## src/rtl/msix_pkg.sv

```systemverilog
package msix_pkg;

    localparam logic [7:0] FT_MWR_3DW = 8'h40;
    localparam logic [7:0] FT_MWR_4DW = 8'h60;
    localparam int CTRL_EN_BIT    = 15;
    localparam int CTRL_FMASK_BIT = 14;

    typedef enum logic [1:0] {
        ST_IDLE,
        ST_FETCH,
        ST_LOAD,
        ST_SEND
    } gen_state_e;

    typedef struct packed {
        logic [31:0] addr_hi;
        logic [31:0] addr_lo;
        logic [31:0] data;
    } msix_entry_t;

    function automatic logic [63:0] make_beat0(input logic wide, input logic [15:0] rid);
        logic [31:0] dw0;
        logic [31:0] dw1;
        dw0 = {(wide ? FT_MWR_4DW : FT_MWR_3DW), 14'b0, 10'd1};
        dw1 = {rid, 8'h00, 4'h0, 4'hF};
        return {dw1, dw0};
    endfunction

endpackage

```

## src/rtl/msix_pending.sv

```systemverilog
module msix_pending
    import msix_pkg::*;
#(
    parameter int NUM_VEC = 8,
    parameter int VEC_W   = 3
) (
    input  logic               clk,
    input  logic               rst,
    input  logic               req_valid,
    input  logic [VEC_W-1:0]   req_vec,
    input  logic               allow,
    input  logic [NUM_VEC-1:0] vec_mask,
    input  logic               take,
    output logic               any_ready,
    output logic [VEC_W-1:0]   pick_idx
);

    logic [NUM_VEC-1:0] pend;
    logic [NUM_VEC-1:0] ready_vec;

    for (genvar g = 0; g < NUM_VEC; g++) begin : g_pend
        logic bit_q;
        logic hit_set;
        logic hit_clr;
        assign hit_set = req_valid && (req_vec == VEC_W'(g));
        assign hit_clr = take && (pick_idx == VEC_W'(g));
        always_ff @(posedge clk) begin
            if (rst)
                bit_q <= 1'b0;
            else if (hit_set)
                bit_q <= 1'b1;
            else if (hit_clr)
                bit_q <= 1'b0;
        end
        assign pend[g] = bit_q;
    end

    assign ready_vec = pend & ~vec_mask & {NUM_VEC{allow}};
    assign any_ready = |ready_vec;

    always_comb begin
        pick_idx = '0;
        for (int i = NUM_VEC - 1; i >= 0; i--) begin
            if (ready_vec[i])
                pick_idx = VEC_W'(i);
        end
    end

endmodule

```

## src/rtl/msix_beat_build.sv

```systemverilog
module msix_beat_build
    import msix_pkg::*;
(
    input  msix_entry_t entry,
    input  logic [15:0] rid,
    input  logic [1:0]  beat,
    output logic [63:0] data,
    output logic        last
);

    logic wide;
    logic odd_dw;

    assign wide   = |entry.addr_hi;
    assign odd_dw = entry.addr_lo[2];

    always_comb begin
        data = '0;
        last = 1'b0;
        case (beat)
            2'd0: data = make_beat0(wide, rid);
            2'd1: begin
                if (wide)
                    data = {entry.addr_lo, entry.addr_hi};
                else if (odd_dw)
                    data = {entry.data, entry.addr_lo};
                else
                    data = {32'h0, entry.addr_lo};
                last = !wide && odd_dw;
            end
            2'd2: begin
                data = odd_dw ? {entry.data, 32'h0} : {32'h0, entry.data};
                last = 1'b1;
            end
            default: ;
        endcase
    end

endmodule

```

## src/rtl/msix_msg_gen.sv

```systemverilog
module msix_msg_gen
    import msix_pkg::*;
#(
    parameter int NUM_VEC = 8,
    localparam int VEC_W  = (NUM_VEC > 1) ? $clog2(NUM_VEC) : 1
) (
    input  logic               clk,
    input  logic               rst,
    input  logic               irq_valid,
    input  logic [VEC_W-1:0]   irq_vec,
    input  logic [15:0]        msix_ctrl,
    input  logic [NUM_VEC-1:0] vec_mask,
    input  logic [15:0]        req_id,
    output logic               tbl_rd_en,
    output logic [VEC_W-1:0]   tbl_rd_idx,
    input  logic [63:0]        tbl_addr,
    input  logic [31:0]        tbl_data,
    output logic [63:0]        tx_data,
    output logic               tx_valid,
    input  logic               tx_ready,
    output logic               tx_sop,
    output logic               tx_eop
);

    gen_state_e  state;
    logic [1:0]  beat;
    logic [VEC_W-1:0] sel;
    msix_entry_t entry;
    logic        allow;
    logic        any_ready;
    logic [VEC_W-1:0] pick_idx;
    logic        take;
    logic [63:0] beat_data;
    logic        beat_last;
    logic        unused_bits;

    assign unused_bits = ^{msix_ctrl[13:0], tbl_addr[1:0]};
    assign allow = msix_ctrl[CTRL_EN_BIT] && !msix_ctrl[CTRL_FMASK_BIT];
    assign take  = (state == ST_IDLE) && any_ready;

    msix_pending #(.NUM_VEC(NUM_VEC), .VEC_W(VEC_W)) u_pend (
        .clk      (clk),
        .rst      (rst),
        .req_valid(irq_valid),
        .req_vec  (irq_vec),
        .allow    (allow),
        .vec_mask (vec_mask),
        .take     (take),
        .any_ready(any_ready),
        .pick_idx (pick_idx)
    );

    msix_beat_build u_build (
        .entry(entry),
        .rid  (req_id),
        .beat (beat),
        .data (beat_data),
        .last (beat_last)
    );

    always_ff @(posedge clk) begin
        if (rst) begin
            state <= ST_IDLE;
            beat  <= '0;
            sel   <= '0;
            entry <= '0;
        end else begin
            case (state)
                ST_IDLE: if (any_ready) begin
                    sel   <= pick_idx;
                    state <= ST_FETCH;
                end
                ST_FETCH: state <= ST_LOAD;
                ST_LOAD: begin
                    entry <= '{addr_hi: tbl_addr[63:32],
                               addr_lo: {tbl_addr[31:2], 2'b00},
                               data:    tbl_data};
                    beat  <= '0;
                    state <= ST_SEND;
                end
                ST_SEND: if (tx_ready) begin
                    if (beat_last)
                        state <= ST_IDLE;
                    else
                        beat <= beat + 2'd1;
                end
                default: state <= ST_IDLE;
            endcase
        end
    end

    assign tbl_rd_en  = (state == ST_FETCH);
    assign tbl_rd_idx = sel;
    assign tx_valid   = (state == ST_SEND);
    assign tx_sop     = tx_valid && (beat == 2'd0);
    assign tx_eop     = tx_valid && beat_last;
    assign tx_data    = tx_valid ? beat_data : 64'h0;

endmodule

```

## config.mk

```make
export PLATFORM = sky130hd
export DESIGN_NAME = msix_msg_gen
export DESIGN_NICKNAME = d
export VERILOG_FILES = /design/src/rtl/msix_pkg.sv /design/src/rtl/msix_pending.sv /design/src/rtl/msix_beat_build.sv /design/src/rtl/msix_msg_gen.sv
export SDC_FILE = /design/constraint.sdc
export NUM_CORES = 1
export LEC_CHECK = 0
export BUFFER_PORTS_ARGS = -buffer_cell sky130_fd_sc_hd__buf_2
export CORE_MARGIN = 2
export CORE_UTILIZATION = 42
export CTS_CLUSTER_DIAMETER = 80
export CTS_CLUSTER_SIZE = 20
export DETAILED_ROUTE_END_ITERATION = 6
export PLACE_DENSITY = 0.69
export SLEW_MARGIN = 10
export SYNTH_ARGS = -nofsm -noshare
export SYNTH_HDL_FRONTEND = slang
export SYNTH_SLANG_ARGS = --single-unit
```

## constraint.sdc

```tcl
create_clock -name clk -period 2.2 [get_ports clk]
set_clock_uncertainty 0.1 [all_clocks]
set_input_delay 0 -clock clk [delete_from_list [all_inputs] [get_ports clk]]
set_output_delay 0 -clock clk [all_outputs]
set_load 0.005 [all_outputs]
```

=== Yosys cells after proc, flatten, opt, wreduce, memory -nomap -nowiden ===
Cells that the tools add are included.
W data, S select, Z words.

* Bits in registers: 109
* Word-level logic and storage cells: 120

* Add/subtract/negate cells: 1
* Eq/ne operators: 23
* Multiplexer cells: 38
* Bitwise gates (word level): 3
* Reduce and logical (&&, ||, !) cells: 41

{| class="wikitable"
|+ Operator list
! cell !! count
|-
| $mux W64 || 4
|-
| $pmux W64 S3 || 1
|-
| $reduce_or A32 Y1 || 1
|-
| $eq A3 B3 Y1 const B || 8
|-
| $mux W3 || 8
|-
| $logic_and A1 B1 Y1 || 21
|-
| $reduce_bool A2 Y1 || 9
|-
| $and A8 B8 Y8 || 2
|-
| $mux W1 || 16
|-
| $eq A3 B2 Y1 const B || 4
|-
| $mux W2 || 5
|-
| $not A8 Y8 || 1
|-
| $pmux W2 S4 || 1
|-
| $reduce_or A8 Y1 || 1
|-
| $eq A2 B2 Y1 const B || 3
|-
| $eq A3 B1 Y1 const B || 2
|-
| $logic_not A3 Y1 || 2
|-
| $mux W6 || 1
|-
| $reduce_and A3 Y1 || 2
|-
| $eq A2 B1 Y1 const B || 2
|-
| $logic_not A2 Y1 || 2
|-
| $ne A2 B1 Y1 const B || 2
|-
| $ne A2 B2 Y1 const B || 2
|-
| $pmux W2 S2 || 1
|-
| 4 further kinds || 5
|}

=== Logic depth before layout (Yosys ltp) ===
Gate-level depths: netlist (run 1).

* Depth in word-level cells: 15
* Mapped depth: 8
* Mapped depth without buffers: 7

=== Modules after synthesis ===
From an unflattened synthesis (run 1), not the netlist that was laid out.

* Cells, all modules: 790
* Area, all modules: 6381.1 um2

{| class="wikitable"
|+ Modules (own cells, without submodules)
! module !! instances !! cells an instance !! area an instance (um2)
|-
| msix_msg_gen || 1 || 429 || 4149.0
|-
| msix_beat_build || 1 || 282 || 1609.0
|-
| msix_pending || 1 || 79 || 623.1
|}

=== Worst setup path after synthesis (run 1) ===
No wires, ideal clock.

* Kind: reg2reg
* Start: register state[0]
* End: register, netlist name entry[18]
* Setup time: 0.128 ns
* Arrival time: 1.603 ns
* Slack: 0.370 ns
* Cell stages (with the launch flop): 8
* Path buffers: 3
* Cells stage by stage: dfxtp_1 > inv_1 > ha_1 > clkbuf_1 > buf_1 > buf_2 > mux2i_1 > nor2_1

* Longest elaborated chain between the ends: 1

{| class="wikitable"
|+ RTL lines
! item !! RTL line !! text
|-
| start, declared || msix_msg_gen.sv:25 || <nowiki>gen_state_e state;</nowiki>
|-
| start signal, assigned || msix_msg_gen.sv:63 || <nowiki>state <= ST_IDLE;</nowiki>
|-
| start signal, assigned || msix_msg_gen.sv:71 || <nowiki>state <= ST_FETCH;</nowiki>
|-
| start signal, assigned || msix_msg_gen.sv:73 || <nowiki>ST_FETCH: state <= ST_LOAD;</nowiki>
|-
| $eq A2 B2 Y1 || msix_msg_gen.sv:68 || <nowiki>case (state)</nowiki>
|}

No other way between the ends.
A chain may end at the register's enable or synchronous reset.

=== Worst setup path after layout (run 1) ===
* Start: register, netlist name entry[79]
* End: output port tx_data[18]

* Longest elaborated chain between the ends: 4

{| class="wikitable"
|+ RTL lines
! item !! RTL line !! text
|-
| $reduce_or A32 Y1 || msix_beat_build.sv:14 || <nowiki>assign wide = |entry.addr_hi;</nowiki>
|-
| $mux W64 || msix_beat_build.sv:23 || <nowiki>if (wide)</nowiki>
|-
| $pmux W64 S3 || msix_beat_build.sv:20 || <nowiki>case (beat)</nowiki>
|-
| $mux W64 || msix_msg_gen.sv:97 || <nowiki>assign tx_data = tx_valid ? beat_data : 64'h0;</nowiki>
|-
| end, declared || msix_msg_gen.sv:18 || <nowiki>output logic [63:0] tx_data,</nowiki>
|}

No other way between the ends.

==> impl_metrics.yaml, run 1 <==
clock_tree:
  cts_buffer_depth: 2
  clock_latency_ns: 0.35
  cts.reportedPaths.clkPinSlew_ns: 0.07
  root_buffer: "clkbuf_16"
  cts.sinks: 109
  cts_tree: "built"
  h-tree-depth: 3
  numCtsBuffers: 9
floorplanning:
  ios: 214
  start_util_pct: 43.0
  die_y_um: 123
  core_area_mm2: 0.0138
  std_cell_rows: 43
  dieArea_mm2: 0.0151
  die_w_um: 123
worst_setup_path:
  reg2reg_from: "entry[71]"
  crit_start: "entry[79]"
  cp_top_family: "simple AND/OR/NAND/NOR gates"
  cp_cell_sequence: "nor4_2 > nand4_1 > nor2_4 > buf_4 > buf_8 > clkbuf_16 > a21o_1 > a22oi_1 > nor2_1 > buf_2"
  worstPathMaxFanout: 5
  cp_num_buf_inv: 4
  cpMaxStageDelayCell: "nor4_2"
  cp.depth: 10
  r2r_cells: 11
  critPathMaxStageDelay_ns: 0.36
  r2r_setup_slack_ns: -0.01
  cp-start-kind: "flip-flop"
  crit_required_ns: 2.10
  r2r_end: "state[0]"
  worstPathArrival_ns: 2.28
  cp-endpoint: "tx_data[18]"
  end_kind: "output port"
  path_class: "reg -> out"
timing:
  finalHoldViolCount: 0
  rsz0062_at_grt: "yes"
  setup_ws_ns: -0.181
  slew_violations: 0
  fmax_mhz: 420
  fin_crit_ns: 2.38
  hold_ws_ns: 0.0131
  final-setup-viol-count: 66
  relSlewSlack_pct: 63.3
  finalCritPeriodShare_pct: 108
  tightest_slew_ns: 0.551
power:
  max-vdd-ir-drop_uv: 1130
  power_leakage_nw: 3.92
  p_per_area_mw_per_mm2: 1030
final_layout:
  layout.cells.most_common: "buf_2"
  stdcell_count: 1202
  n_antenna_cell: 0
  drive_gt1_share_pct: 27.9
  utilization_pct: 64.5
  nets: 1169
  area_growth_syn_to_layout_pct: 50.0
  n_fill_cell: 1152
  final_cell_mix: "buf_2, nor2_1, dfxtp_1, dlygate4sd3_1, mux2i_1"
yosys:
  synth.ff_latch_count: 109
  yosysWarnings: 0
  synth_edf_count: 0
  syn_inst: 725
  syn-num-nets: 877
  async_flop_share_pct: 0
  yosys.area.top_type_share_pct: 36.7
  synth_cell_types: 44
  syn_area_mm2: 0.00594
  netlist_top_cells_area: "dfxtp_1, mux2i_1, nor2_1, a22oi_1, a21oi_1"
  yosysTopAreaCell: "dfxtp_1"
  yosysSeqAreaShare_pct: 36.7
  synth.avg_cell_area_um2: 8.19
  synthFlopType: "dfxtp_1"
placed_design:
  routabilityCongestion: 0.823
  portBuffers: 197
  dp_hpwl_um: 12100
  dpl.cell_count: 1066
route:
  drc: 0
  drtPass1Iterations: 5
  routed_via_density: 5.43
  avgRoutedWirePerCell_um: 16.7
  dr.first_iter.drc_count: 402
  routed_wl_um: 20100
  ant_nets: 0
  vias: 6522
grt:
  grt_overflow: 0
  grt_pass1_vias: 6056
  antenna_found_initial: 0
  grt_max_degree: 65
  grt_usage_pct: 25.4
  grt_first_pass_wirelength_um: 30400
status:
  outcome: "finished with violations"
  violations: "setup timing"
job:
  max_cap_violations: 0
min_path:
  hp-class: "in -> reg"
## state kept, by name, summed over array words and instances (netlist names)
name	cells
state	2
beat	2
u_pend.g_pend.bit_q	8
entry	94
tbl_rd_idx	3
## synth_stat cells, types with 2 or more instances
| cell type | number |
|---|---|
| nand3b_1 | 2 |
| o31ai_1 | 4 |
| nor4_1 | 9 |
| inv_1 | 9 |
| o21ai_1 | 29 |
| nand2b_1 | 8 |
| buf_1 | 6 |
| a21oi_1 | 49 |
| o32ai_1 | 3 |
| mux2i_1 | 96 |
| nand4_1 | 2 |
| and2_1 | 3 |
| nand2_1 | 31 |
| buf_2 | 10 |
| nor2b_1 | 39 |
| o21ai_0 | 5 |
| a31oi_1 | 2 |
| a21o_1 | 28 |
| clkbuf_1 | 40 |
| nand3_1 | 3 |
| ha_1 | 9 |
| and3_1 | 28 |
| a22oi_1 | 42 |
| nor2_1 | 133 |
| or3_1 | 3 |
| nor3_1 | 3 |
| buf_6 | 4 |
| dfxtp_1 | 109 |
## area by class of cell
class                      instances  area (um^2)  area share [%]
clock buffer                      10          239            2.68
clock inverter                     6         86.3           0.969
inverter                           9         33.8           0.379
multi-input combinational        547         3610            40.5
sequential                       109         2190            24.6
tap                              180          225            2.53
timing repair buffer             341         2530            28.4
## how the worst min path moves through the flow
stage,slack [ns],to,depth (start not counted),startpoint
3_3_place_gp,0.13,entry[43],3,tbl_addr[11]
5_1_grt,0.02,entry[30],2,rst
4_1_cts,0.004,entry[66],2,rst
6_report,0.01,entry[30],2,rst
2_1_floorplan,0.02,u_pend.g_pend[4].bit_q,1,irq_vec[1]
3_5_place_dp,0.14,entry[23],3,tbl_data[23]
## worst reg2reg max path: cells and delay by family, from the launching register on
kind,cells,cell delay (ns)
buffers and inverters,5,0.68
AO/OA/AOI/OAI,3,0.42
AND/OR/NAND/NOR,3,0.60
flip-flops,1,0.34
## logic make-up (layout without fill, tap and decap cells)
family	count (synthesis)	after routing	synth area share (%)
compound gates	173	173	18.7
fa+ha+maj	9	9	1.90
buf+inv	69	366	5.08
flops	109	109	36.7
mux	96	96	16.2
simple gates	269	269	21.5
## report_power, final
part / leakage (nW) / internal, W / switching, W
clock: 0.158 / 0.00103 / 0.000758
combinational: 2.88 / 0.00271 / 0.00242
sequential: 0.882 / 0.00215 / 0.000166
total: 3.92 / 0.00588 / 0.00334
## timing repair
action	in CTS	in global routing
pin swaps	23	17
resized for setup	16	27
buffers inserted	7	5
hold buffers	103	0
endpoints found under the hold margin	103	0
cloned	2	5
setup endpoints to repair	65	69
## per-layer routing
| layer | global-route usage [%] | up-vias | wire (um) |
|---|---|---|---|
| met5 | 0 | - | 0 |
| met4 | 7.47 | 0 | 448 |
| met3 | 4.24 | 44 | 1070 |
| met2 | 43.2 | 284 | 9720 |
| met1 | 33.1 | 3060 | 8820 |
| li1 | - | 3134 | - |
## metrics by stage
step | cell area, um^2 | setup TNS (ns) | setup slack, ns | total power (W)
after detailed placement | 7150 | 0 | 0.0308 | 0.00499
after floorplan | 5940 | 0 | 0.370 | 0.00425
after global routing | 8910 | -17.33 | -0.332 | 0.00965
after CTS | 8680 | -10.43 | -0.221 | 0.00794
after global placement | 7150 | 0 | 0.0682 | 0.00496
final | 8910 | -8.40 | -0.181 | 0.00922
Power figures use the tool's default switching activity.
==> run 2: changes to the inputs <==
==> constraint.sdc (replaced) <==
create_clock -name clk -period 2.2 [get_ports clk]
set_clock_uncertainty 0.1 [all_clocks]
set_input_delay 0 -clock clk [delete_from_list [all_inputs] [get_ports clk]]
set_output_delay 0 -clock clk [all_outputs]
set_load 0.1 [all_outputs]
==> impl_metrics.yaml, run 2 (synthesis results as in run 1) <==
route:
  routed_wl_um: 22800
  vias: 6779
  drtPass1Iterations: 5
  drc: 0
  ant_nets: 0
  avgRoutedWirePerCell_um: 18.6
  routed_via_density: 5.52
  dr.first_iter.drc_count: 442
timing:
  fmax_mhz: 388
  final-setup-viol-count: 65
  finalCritPeriodShare_pct: 117
  tightest_slew_ns: 0.505
  rsz0062_at_grt: "yes"
  setup-tns-final_ns: -18.67
  relSlewSlack_pct: 66.6
  fin_crit_ns: 2.58
  finalHoldViolCount: 0
  slew_violations: 0
  setup_ws_ns: -0.376
final_layout:
  n_fill_cell: 836
  layout.cells.most_common: "buf_2"
  largest-register: "entry"
  fin_area_mm2: 0.0109
  final_cell_mix: "buf_2, dlygate4sd3_1, dfxtp_1, nor2_1, mux2i_1"
  largest_register_ffs: 94
  area_growth_syn_to_layout_pct: 83.0
  n_antenna_cell: 0
  nets: 1196
  drive_gt1_share_pct: 34.5
grt:
  grt_first_pass_wirelength_um: 34500
  antenna_found_initial: 0
  grt_pass1_vias: 6853
  grt_usage_pct: 29.4
  grt_max_degree: 54
  grt_overflow: 0
min_path:
  hp-class: "in -> reg"
worst_setup_path:
  cp-start-kind: "flip-flop"
  r2r_setup_slack_ns: 0.01
  worstPathMaxFanout: 13
  crit_required_ns: 2.10
  end_kind: "output port"
  worstPathArrival_ns: 2.48
  path_class: "reg -> out"
floorplanning:
  die_y_um: 123
  std_cell_rows: 43
  start_util_pct: 43.0
  die_w_um: 123
  ios: 214
  dieArea_mm2: 0.0151
  core_area_mm2: 0.0138
status:
  violations: "setup timing"
  outcome: "finished with violations"
clock_tree:
  root_buffer: "clkbuf_16"
  cts_tree: "built"
  cts.reportedPaths.clkPinSlew_ns: 0.07
  cts_buffer_depth: 2
  cts.sinks: 109
  h-tree-depth: 3
  numCtsBuffers: 9
  clock_latency_ns: 0.36
placed_design:
  dp_hpwl_um: 13300
  routabilityCongestion: 0.851
  portBuffers: 197
  dpl_cell_area_mm2: 0.00880
  pre_cts_slack_ns: -0.0727
power:
  finalPower_w: 0.00955
  max-vdd-ir-drop_uv: 767
  power_leakage_nw: 4.27
  p_per_area_mw_per_mm2: 878
job:
  max_cap_violations: 0
-- run 2: changes by cell type in the layout (fill, tap and decap cells not counted), moves of 6 or more --
cell and change:
a21oi_1 -31, a21oi_4 +32, and3_1 -6, and3_4 +6, buf_12 +67, buf_2 -66, dlygate4sd3_1 +24, nor2_1 -31
nor2_4 +32, o21ai_1 -9, o21ai_2 +9
-- run 2: routing by layer --
layer / share of wire [%] / global-route usage, % / vias to the layer above
met5: 0 / 0 / -
met4: 2.1 / 11.6 / 0
met3: 6.3 / 5.03 / 42
met2: 50 / 50.6 / 261
met1: 41 / 36.6 / 3285
li1: - / - / 3191
-- run 2: area by class of cell --
type	count	area [um^2]	area share, %
clock buffer	13	270	2.49
clock inverter	3	18.8	0.173
inverter	9	33.8	0.311
multi-input combinational	547	4290	39.4
sequential	109	2180	20.1
tap	180	225	2.07
timing repair buffer	368	3850	35.4
-- run 2: stage by stage --
| stage | instances | utilization (%) | hold WS [ns] |
|---|---|---|---|
| floorplan | 725 | - | 0.0195 |
| global placement | 1074 | 63.6 | 0.133 |
| detailed placement | 1074 | 63.6 | 0.140 |
| CTS | 1225 | 77.0 | 0.0535 |
| global route | 1229 | 78.6 | 0.154 |
| finish | 1229 | 78.6 | 0.0835 |
-- run 2: power breakdown --
part | internal [W] | switching (W)
Clock | 0.000861 | 0.000743
Combinational | 0.00293 | 0.00269
Sequential | 0.00215 | 0.000173
Total | 0.00594 | 0.00361
-- run 2: worst paths after layout --
| kind | from | endpoint | cells past startpoint |
|---|---|---|---|
| setup / recovery | entry[79] | tx_data[58] | 10 |
| hold / removal | msix_ctrl[15] | u_pend.g_pend[2].bit_q | 4 |
| hold reg to reg | u_pend.g_pend[2].bit_q | u_pend.g_pend[2].bit_q | 2 |
| setup reg to reg | entry[79] | state[0] | 10 |
-- run 2: what timing repair did --
item,CTS,global route
endpoints found under the hold margin,103,0
pin swaps,39,22
setup endpoints to repair,65,77
hold buffers,127,0
resized for setup,35,26
cloned,3,3
setup buffers,6,1
-- run 2: critical path: stages, from the launching register on --
cell and delay, ns:
dfxtp_1 0.32, nor4_2 0.26, buf_4 0.15, nand4_1 0.18, nor2_4 0.21, buf_12 0.16
buf_16 0.14, and3_1 0.18, o21ai_1 0.12, a21oi_4 0.18, buf_12 0.19
==> run 3: changes to the inputs <==
CORE_UTILIZATION = 50   (was 42)
PLACE_DENSITY = 0.8   (was 0.69)
==> impl_metrics.yaml, run 3 (synthesis results as in run 1) <==
worst_setup_path:
  crit_required_ns: 2.10
  cp-start-kind: "flip-flop"
  end_kind: "output port"
  path_class: "reg -> out"
  r2r_cells: 9
  crit_start: "entry[91]"
  worstPathMaxFanout: 10
  r2r_end: "state[0]"
  worstPathArrival_ns: 3.14
  reg2reg_from: "entry[91]"
  r2r_setup_slack_ns: -0.19
floorplanning:
  std_cell_rows: 39
  dieArea_mm2: 0.0128
  die_w_um: 113
  die_y_um: 113
  ios: 214
  start_util_pct: 51.6
  core_area_mm2: 0.0115
clock_tree:
  numCtsBuffers: 9
  cts.reportedPaths.clkPinSlew_ns: 0.08
  root_buffer: "clkbuf_16"
  cts_tree: "built"
  cts.sinks: 109
  clock_latency_ns: 0.35
  cts_buffer_depth: 2
  h-tree-depth: 3
grt:
  antenna_found_initial: 0
  grt_max_degree: 62
  grt_overflow: 0
  grt_first_pass_wirelength_um: 41000
  grt_pass1_vias: 7764
  grt_usage_pct: 40.9
final_layout:
  area_growth_syn_to_layout_pct: 80.1
  n_antenna_cell: 0
  nets: 1170
  fin_area_mm2: 0.0107
  final_cell_mix: "buf_2, dfxtp_1, dlygate4sd3_1, nor2_1, mux2i_1"
  largest_register_ffs: 94
  drive_gt1_share_pct: 37.7
  layout.cells.most_common: "buf_2"
  largest-register: "entry"
  utilization_pct: 92.9
placed_design:
  dp_hpwl_um: 13800
  dpl_cell_area_mm2: 0.00868
  portBuffers: 197
  routabilityCongestion: 0.832
power:
  power_leakage_nw: 4.14
  max-vdd-ir-drop_uv: 1010
  p_per_area_mw_per_mm2: 932
timing:
  tightest_slew_ns: 0.992
  fin_crit_ns: 3.24
  relSlewSlack_pct: 33.8
  slew_violations: 0
  rsz0062_at_grt: "yes"
  setup_ws_ns: -1.04
  finalHoldViolCount: 0
  final-setup-viol-count: 69
  fmax_mhz: 309
  finalCritPeriodShare_pct: 147
job:
  max_cap_violations: 0
route:
  dr.first_iter.drc_count: 1076
  routed_via_density: 6.57
  drc: 19
  routed_wl_um: 30200
  drtPass1Iterations: 7
  vias: 7656
  ant_nets: 0
  avgRoutedWirePerCell_um: 25.9
min_path:
  min_path_cells: 5
  worstHoldEndpoint: "u_pend.g_pend[0].bit_q"
  hp-class: "in -> reg"
  holdCritStartpoint: "msix_ctrl[14]"
status:
  outcome: "finished with violations"
  violations: "DRC, setup timing"
## run 3: cell types whose count changed in the layout (fill, tap and decap cells not counted), moves of 4 or more
cell | previous run | this run
a22oi_1 | 38 | 31
a22oi_2 | 4 | 11
dfxtp_1 | 107 | 103
dlygate4sd3_1 | 127 | 103
nor4_4 | 1 | 5
o21ai_1 | 21 | 12
o21ai_2 | 9 | 19
## run 3: what timing repair did
| item | CTS | global route |
|---|---|---|
| hold buffers | 103 | 0 |
| setup endpoints to repair | 68 | 69 |
| buffers inserted | 9 | 7 |
| endpoints found under the hold margin | 103 | 0 |
| gates resized for setup | 52 | 47 |
| pin swaps | 45 | 35 |
| cloned | 3 | 4 |
## run 3: how the worst max path moves through the flow
stage	endpoint	slack [ns]	cells past startpoint
floorplan	tx_data[10]	-0.09	6
global placement	tx_data[0]	-0.15	8
detailed placement	tx_data[2]	-0.18	9
CTS	tx_data[62]	-0.34	10
global route	tx_data[59]	-0.95	10
finish	tx_data[59]	-1.04	10
## run 3: area by class of cell
| cell class | instances | area [um^2] |
|---|---|---|
| multi-input cells | 547 | 4460 |
| repair buffers | 342 | 3510 |
| flip-flops and latches | 109 | 2200 |
| fillers | 350 | 818 |
| clock buffers | 13 | 250 |
| well taps | 143 | 179 |
| clock inverters | 3 | 68.8 |
| inverters | 9 | 33.8 |
## run 3: metrics by stage
stage	total power (W)	setup WS [ns]	TNS [ns]	hold slack, ns	std cells
2_1_floorplan	0.00445	-0.0922	-5.27	0.0195	725
3_3_place_gp	0.00506	-0.152	-3.33	0.133	1029
3_5_place_dp	0.00517	-0.181	-4.96	0.140	1029
4_1_cts	0.00849	-0.339	-18.67	0.0480	1160
5_1_grt	0.0101	-0.951	-36.09	0.110	1166
6_report	0.00997	-1.04	-37.33	0.0646	1166
## run 3: worst max-delay path, cell delays in order (launching register included)
cell and delay, ns:
dfxtp_1 0.38, nor4_4 0.44, nand4_1 0.28, nor2_4 0.24
buf_6 0.18, buf_4 0.14, clkbuf_16 0.16, nor2b_1 0.07
o21ai_2 0.43, a21oi_4 0.21, buf_12 0.24
## run 3: routing by layer
layer	global-route usage (%)	vias to the layer above	part of all wire (%)
met5	0	-	0
met4	24.1	0	7.6
met3	9.00	225	12
met2	73.1	725	48
met1	44.2	3566	33
li1	-	3140	-
## run 3: report_power, final
group	switching (W)	total [W]	internal (W)
clock network	0.000770	0.00181	0.00104
logic	0.00311	0.00579	0.00268
registers	0.000229	0.00238	0.00215
total	0.00411	0.00997	0.00586
